==> config.mk <==
export PLATFORM = sky130hd
export DESIGN_NAME = rx_ring_fetch
export DESIGN_NICKNAME = d
export VERILOG_FILES = /design/src/rtl/rx_ring_fetch.sv
export SDC_FILE = /design/constraint.sdc
export NUM_CORES = 1
export LEC_CHECK = 0
export BUFFER_PORTS_ARGS = -buffer_cell sky130_fd_sc_hd__buf_4
export CORE_AREA = 10 10 128 218
export CTS_CLUSTER_SIZE = 20
export DETAILED_ROUTE_END_ITERATION = 16
export DIE_AREA = 0 0 138 228
export GPL_ROUTABILITY_DRIVEN = 0
export HOLD_SLACK_MARGIN = 0.02
export PLACE_DENSITY_LB_ADDON = 0.15
export SLEW_MARGIN = 0
export SYNTH_ARGS = -nofsm -noshare
export SYNTH_HDL_FRONTEND = slang
export SYNTH_SLANG_ARGS = --single-unit
==> constraint.sdc <==
create_clock -name clk -period 3.7 [get_ports clk]
set_clock_uncertainty 0.2 [all_clocks]
set_input_delay 0.37 -clock clk [delete_from_list [all_inputs] [get_ports clk]]
set_output_delay 0.37 -clock clk [all_outputs]
set_load 0.02 [all_outputs]
==> src/rtl/rx_ring_fetch.sv <==
module rx_ring_fetch #(
  parameter int PTR_W = 16,
  parameter int DAT_W = 16
) (
  input  logic                 clk,
  input  logic                 rst_n,
  input  logic                 cfg_wide,
  input  logic                 hw_en,
  input  logic [2:0]           hw_sel,
  input  logic [PTR_W-1:0]     hw_data,
  input  logic                 fetch_req,
  input  logic                 exh_clr,
  input  logic                 full_set,
  output logic                 mem_req_valid,
  input  logic                 mem_req_ready,
  output logic [2*PTR_W-1:0]   mem_req_addr,
  input  logic                 mem_rsp_valid,
  input  logic [DAT_W-1:0]     mem_rsp_data,
  output logic                 busy,
  output logic                 done,
  output logic [2*DAT_W-1:0]   buf_addr,
  output logic [2*DAT_W-1:0]   buf_words,
  output logic [PTR_W-1:0]     rd_ptr,
  output logic [PTR_W-1:0]     start_ptr,
  output logic [PTR_W-1:0]     end_ptr,
  output logic [PTR_W-1:0]     wr_ptr,
  output logic [PTR_W-1:0]     upper_addr,
  output logic                 exhausted,
  output logic                 last_full
);

  localparam int ADR_W    = 2 * PTR_W;
  localparam int NWORD    = 4;
  localparam int IDX_W    = $clog2(NWORD);
  localparam int STEP_N   = NWORD * 2;
  localparam int STEP_W   = NWORD * 4;
  localparam logic [2:0] SEL_START = 3'd0;
  localparam logic [2:0] SEL_END   = 3'd1;
  localparam logic [2:0] SEL_RD    = 3'd2;
  localparam logic [2:0] SEL_WR    = 3'd3;
  localparam logic [2:0] SEL_UP    = 3'd4;

  logic             pend_q, issued_q;
  logic [IDX_W-1:0] idx_q;

  wire [PTR_W-1:0] amask = cfg_wide ? ~PTR_W'(3) : ~PTR_W'(1);
  wire [PTR_W-1:0] wdat  = hw_data & amask;
  wire [ADR_W-1:0] woff  = cfg_wide ? (ADR_W'(idx_q) << 2) : (ADR_W'(idx_q) << 1);
  wire [PTR_W-1:0] step  = cfg_wide ? PTR_W'(STEP_W) : PTR_W'(STEP_N);
  wire [PTR_W-1:0] adv   = rd_ptr + step;
  wire [PTR_W-1:0] nxt   = (adv == end_ptr) ? start_ptr : adv;
  wire             beat  = busy && mem_rsp_valid;
  wire             last  = beat && (idx_q == IDX_W'(NWORD - 1));
  wire             wr_ok = hw_en && !busy;

  assign mem_req_valid = busy && !issued_q;
  assign mem_req_addr  = {upper_addr, rd_ptr} + woff;

  always_ff @(posedge clk or negedge rst_n) begin
    if (!rst_n) begin
      busy     <= 1'b0;
      pend_q   <= 1'b0;
      issued_q <= 1'b0;
      idx_q    <= '0;
      done     <= 1'b0;
    end else begin
      done <= last;
      if (mem_req_valid && mem_req_ready) issued_q <= 1'b1;
      if (beat) begin
        issued_q <= 1'b0;
        idx_q    <= idx_q + 1'b1;
      end
      if (!busy) begin
        busy <= fetch_req;
      end else if (last) begin
        busy   <= pend_q || fetch_req;
        pend_q <= 1'b0;
      end else if (fetch_req) begin
        pend_q <= 1'b1;
      end
    end
  end

  always_ff @(posedge clk or negedge rst_n) begin
    if (!rst_n) begin
      buf_addr  <= '0;
      buf_words <= '0;
    end else if (beat) begin
      case (idx_q)
        2'd0:    buf_addr[DAT_W-1:0]        <= mem_rsp_data;
        2'd1:    buf_addr[2*DAT_W-1:DAT_W]  <= mem_rsp_data;
        2'd2:    buf_words[DAT_W-1:0]       <= mem_rsp_data;
        default: buf_words[2*DAT_W-1:DAT_W] <= mem_rsp_data;
      endcase
    end
  end

  always_ff @(posedge clk or negedge rst_n) begin
    if (!rst_n) begin
      start_ptr  <= '0;
      end_ptr    <= '0;
      rd_ptr     <= '0;
      wr_ptr     <= '0;
      upper_addr <= '0;
    end else begin
      if (hw_en && hw_sel == SEL_START) start_ptr  <= wdat;
      if (hw_en && hw_sel == SEL_END)   end_ptr    <= wdat;
      if (hw_en && hw_sel == SEL_WR)    wr_ptr     <= wdat;
      if (wr_ok && hw_sel == SEL_UP)    upper_addr <= hw_data;
      if (last)                         rd_ptr     <= nxt;
      else if (wr_ok && hw_sel == SEL_RD) rd_ptr   <= wdat;
    end
  end

  always_ff @(posedge clk or negedge rst_n) begin
    if (!rst_n) begin
      exhausted <= 1'b0;
      last_full <= 1'b0;
    end else begin
      if (last && nxt == wr_ptr) exhausted <= 1'b1;
      else if (exh_clr)          exhausted <= 1'b0;
      if (last)                  last_full <= 1'b0;
      else if (full_set)         last_full <= 1'b1;
    end
  end

  a_r11_req_hold: assert property (@(posedge clk) disable iff (!rst_n)
    mem_req_valid && !mem_req_ready |=> mem_req_valid && $stable(mem_req_addr));

  a_r8_done_pulse: assert property (@(posedge clk) disable iff (!rst_n)
    done |=> !done);

  a_r8_req_in_busy: assert property (@(posedge clk) disable iff (!rst_n)
    mem_req_valid |-> busy);

  a_r5_exh_on_done: assert property (@(posedge clk) disable iff (!rst_n)
    $rose(exhausted) |-> done);

  a_r6_rd_aligned: assert property (@(posedge clk) disable iff (!rst_n)
    rd_ptr[0] == 1'b0);

endmodule

# Yosys cells after proc, flatten, opt, wreduce, memory -nomap -nowiden

Cells that the tools add are included.

Bits of input ports: 44
Output and inout bits: 181
Register bits: 152
Word-level logic and storage cells: 73

Reductions and logical operators: 27
Mux-type cells: 16
Equal/unequal tests: 9
Add/sub/neg operators: 3
Bitwise gates (word level): 2

Operator list:

| cell                                                 | number |
|---|---|
| two-way mux 16 bit                                   | 3 |
| adder 32 x 4 -> 32 bit                               | 1 |
| equality test 16 bit                                 | 2 |
| adder 16 x 5 -> 16 bit                               | 1 |
| AND 16 bit                                           | 1 |
| logical AND 1 bit                                    | 11 |
| two-way mux 1 bit                                    | 10 |
| AND reduction 2 bit                                  | 5 |
| nonzero test 2 bit                                   | 5 |
| equality test 3 x 2 -> 1 bit (second input constant) | 2 |
| two-way mux 5 bit                                    | 1 |
| equality test 2 bit (second input constant)          | 2 |
| two-way mux 4 bit                                    | 1 |
| equality test 3 x 1 -> 1 bit (second input constant) | 1 |
| equality test 3 bit (second input constant)          | 1 |
| logical NOT 3 bit                                    | 1 |
| OR reduction 3 bit                                   | 1 |
| adder 2 x 1 -> 2 bit (second input constant)         | 1 |
| equality test 2 x 1 -> 1 bit (second input constant) | 1 |
| logical NOT 1 bit                                    | 2 |
| logical NOT 2 bit                                    | 1 |
| two-way mux 2 bit                                    | 1 |
| logical OR 1 bit                                     | 1 |
| inverter 1 bit                                       | 1 |

# Depth between registers and ports, before layout

Word-level depth: 7
Depth in mapped cells: 14

# Worst setup path before layout

OpenSTA, ideal clock, no wires.

Path kind: register to output
From: reg idx_q[0]
To: out mem_req_addr[24]
Required time: 3.130 ns
Cell stages (with the launch flop): 14
Buffers on the path: 0
Arrival: 2.947 ns
Slack: 0.183 ns
Cell sequence: dfrtp_1 > nand2_1 > a21boi_0 > inv_1 > ha_1 > a21o_1 > a21oi_1 > nand3b_1 > nor4_1 > and3_1 > nand3_1 > nor2_1 > nand3_1 > xnor2_1

Word-level cells in the longest chain between the ends: 2

RTL lines:

| element                  | line | source |
|---|---|---|
| start: declaration       | 44   | `logic [IDX_W-1:0] idx_q;` |
| start signal: assignment | 71   | `idx_q <= idx_q + 1'b1;` |
| two-way mux 4 bit        | 48   | `wire [ADR_W-1:0] woff = cfg_wide ? (ADR_W'(idx_q) << 2) : (ADR_W'(idx_q) << 1);` |
| adder 32 x 4 -> 32 bit   | 57   | `assign mem_req_addr = {upper_addr, rd_ptr} + woff;` |
| end: declaration         | 16   | `output logic [2*PTR_W-1:0] mem_req_addr,` |

No other way between the ends.

# Worst setup path in the final report

From: reg idx_q[0]
To: out mem_req_addr[29]

Same word-level chain as after synthesis.

==> metrics.md <==
| Metric | Value |
|---|---|
| Run status | finished with violations |
| Failing checks | setup timing |
| Initial antenna violation count | 0 |
| Most frequent cells in the layout | buf_4, dfrtp_1, mux2_2 |
| Clock Power Share | 0.224 |
| Hold Crit Endpoint | start_ptr[2] |
| DP Area | 9610 sq um |
| Initial Util | 0.305 |
| Worst Tran Pin Value | 1.05 ns |
| Met3 Use GR | 0.0518 |
| Final setup viols | 2 |
| Yosys warning total | 0 |
| CTS tree | yes |
| Endpoint class of the critical path | primary output |
| Core area | 24300 sq um |
| Die ar. | 31500 sq um |
| Mapped Avg Cell Area | 11.4 sq um |
| Fraction of layout cells with a size suffix above 1 | 0.471 |
| CTS root buffer | clkbuf_16 |
| Worst r2r src | rd_ptr[3] |
| Clock transition at path regs | 0.06 ns |
| DIE HEIGHT | 228 um |
| Post-DR vias/cell | 4.83 |
| First-pass GRT wire length | 41.1 mm |
| R2R setup slack | 0.13 ns |
| H-tree lvl count | 4 |
| Pin count of the biggest net entering global routing | 72 |
| Leak pwr | 0.00525 uW |
| Crit-path cells | nand2_1 > a21boi_2 > buf_4 > fa_2 > nor2b_4 > o211ai_1 > nor3_2 > buf_4 > and4_4 > and4_4 > buf_4 > xor2_1 > buf_4 |
| Commonest non-fill, non-tap cell in the layout | buf_4 |
| Net switching power | 3100 uW |
| HP Start | hw_data[2] |
| Final non-filler cell area | 10700 sq um |
| GR Util met2 | 0.322 |
| DP HPWL | 21.1 mm |
| Area of the mapped netlist | 7420 sq um |
| Grt total ovfl | 0 |
| PnR worst setup slack | -0.0296 ns |
| Fin util | 0.440 |
| Area growth, synth to finish | 44.3% |
| Synth Flop Type | dfrtp_1 |
| WS Path Type | reg -> out |
| Vias | 6050 |
| Buffers on Ports | 221 |
| Ys async rst share | 1.00 |
| Slew HR | 0.303 |
| TritonRoute pass-1 iters | 4 |
| WHS Path Cells | 3 |
| RSZ-0062 raised after global routing | true |
| Peak supply drop | 0.490 mV |
| CP max FO | 3 |
| Post-route ant nets | 0 |
| CP arrival | 3.16 ns |
| Tmin final | 3.73 ns |
| Total CTS buffers | 17 |
| Achievable Freq | 268 MHz |
| CTS Buffer Depth | 2 |
| FF-to-FF path depth | 13 |
| Final hold violations | 0 |
| CP peak stage delay | 0.38 ns |
| Max Cap Viol | 0 |
| Number of flops mapped to enable cells by yosys | 0 |
| Switching share of power | 0.385 |
| Crit path required time | 3.13 ns |
| End of the worst register-to-register path | exhausted |
| Total track usage | 0.168 |
| GRT Max-Usage Layer | met2 |
| Final Max Tran Viols | 0 |
| Number of diodes | 0 |
| # DRC | 0 |
| Logic pwr share | 0.447 |
| Synth Register Bits | 149 |
| CP dominant cell by count | buf_4 |
| Cell count after synthesis | 649 |
| Layout Nets | 983 |
| I/O pins | 225 |
| Drt wl/cell | 22.0 um |
| Startpoint types | register |
| Die Wd | 138 um |
| Power Internal | 4950 uW |
| Cell area power density | 752 nW/um^2 |
| Vias in the first global route | 6550 |
| Tot Pwr | 8050 uW |
| Worst hold path class | in -> reg |
| Worst-Skew Late Latency | 0.42 ns |
| Critical Path Slowest Stage Cell | dfrtp_1 |
| Unique masters post-synth | 50 |
| Share of power burned in registers | 0.328 |
| Crit share post-route | 1.01 |
| # rows | 76 |
| GR Util met1 | 0.160 |
| DRT iter0 DRCs | 242 |
| Clk sinks | 149 |
| WL final | 27.6 mm |
| Seq/Total Area, Yosys | 0.503 |
layout make-up:
cell class | count | area (sq um)
multi-input cells | 450 | 3610
clock inverters | 8 | 123
flip-flops and latches | 149 | 3730
inverters | 15 | 56.3
clock buffers | 23 | 488
fillers | 2390 | 13600
repair buffers | 295 | 2310
well taps | 312 | 390
routing by layer:
layer  part of all wire  vias to the layer above
li1                   -                     2793
met1               0.35                     3041
met2               0.56                      181
met3              0.059                       35
met4              0.032                        0
met5                  0                        -
Yosys cell counts, types with 3 or more instances:
cell / count / share of area
a21oi_1: 6 / 0.0040
a22o_1: 3 / 0.0035
a22oi_1: 13 / 0.013
and2_1: 4 / 0.0034
and3_1: 7 / 0.0059
and4_1: 3 / 0.0035
buf_2: 4 / 0.0027
buf_4: 7 / 0.0071
clkbuf_1: 23 / 0.012
dfrtp_1: 149 / 0.50
ha_1: 9 / 0.015
inv_1: 15 / 0.0076
mux2_2: 105 / 0.16
mux2i_1: 17 / 0.023
nand2_1: 81 / 0.041
nand2b_1: 5 / 0.0042
nand3_1: 21 / 0.014
nand4_1: 12 / 0.010
nor2_1: 29 / 0.015
nor2b_1: 6 / 0.0051
nor3_1: 8 / 0.0054
o21ai_0: 18 / 0.012
o221ai_1: 3 / 0.0035
or2_2: 4 / 0.0034
xnor2_1: 30 / 0.035
xnor3_1: 3 / 0.0091
xor2_1: 35 / 0.041
cell families after synthesis:
group	after synthesis	share of synthesized area
flip-flops	149	0.503
XOR/XNOR	68	0.0858
multiplexers	122	0.182
AO/OA/AOI/OAI	57	0.0536
buffers and inverters	52	0.0315
other	1	0.000506
adder cells (fa/ha/maj)	11	0.0206
AND/OR/NAND/NOR	189	0.123
repair_timing:
item                       CTS  global route
resized for setup           15            28
hold buffers                24             0
setup endpoints to repair   12            15
hold endpoints to repair   122             0
pin swaps                    8            14
buffers inserted             9             2
power groups by stage:
stage	logic [uW]	registers [uW]	clock network (uW)
after CTS	3660	2640	1850
after floorplan	1330	3210	0
after global routing	3870	2710	1910
after detailed placement	3610	2660	0
after global placement	3590	2650	0
final	3600	2640	1810
critical path, delay by kind of cell (launching register included):
kind	cells	cell delay (ns)
AND/OR/NAND/NOR	5	0.92
buffers and inverters	4	0.58
flip-flops	1	0.38
adder cells (fa/ha/maj)	1	0.38
AO/OA/AOI/OAI	2	0.33
XOR/XNOR	1	0.15
stage by stage:
stage / cells / hold WS, ns / setup slack, ns / TNS, ns
2_1_floorplan: 651 / -0.126 / 0.183 / 0
3_3_place_gp: 1186 / 0.150 / 0.0273 / 0
3_5_place_dp: 1186 / 0.141 / -0.0500 / -0.0568
4_1_cts: 1250 / 0.0239 / -0.0640 / -0.0640
5_1_grt: 1252 / 0.0352 / -0.219 / -1.82
6_report: 1252 / 0.0324 / -0.0296 / -0.0382
worst max path at each step:
stage / startpoint / to / depth (start not counted)
floorplan: idx_q[0] / mem_req_addr[24] / 13
global placement: cfg_wide / mem_req_addr[31] / 14
detailed placement: cfg_wide / exhausted / 14
CTS: idx_q[0] / mem_req_addr[31] / 14
global route: idx_q[0] / mem_req_addr[31] / 13
finish: idx_q[0] / mem_req_addr[29] / 13
flip-flops by register name, summed over array words and instances, names as in the netlist, 2 cells and up:
signal      flops
buf_words      32
start_ptr      15
buf_addr       32
rd_ptr         16
upper_addr     16
wr_ptr         15
idx_q           2
end_ptr        15
Power figures use the tool's default switching activity.
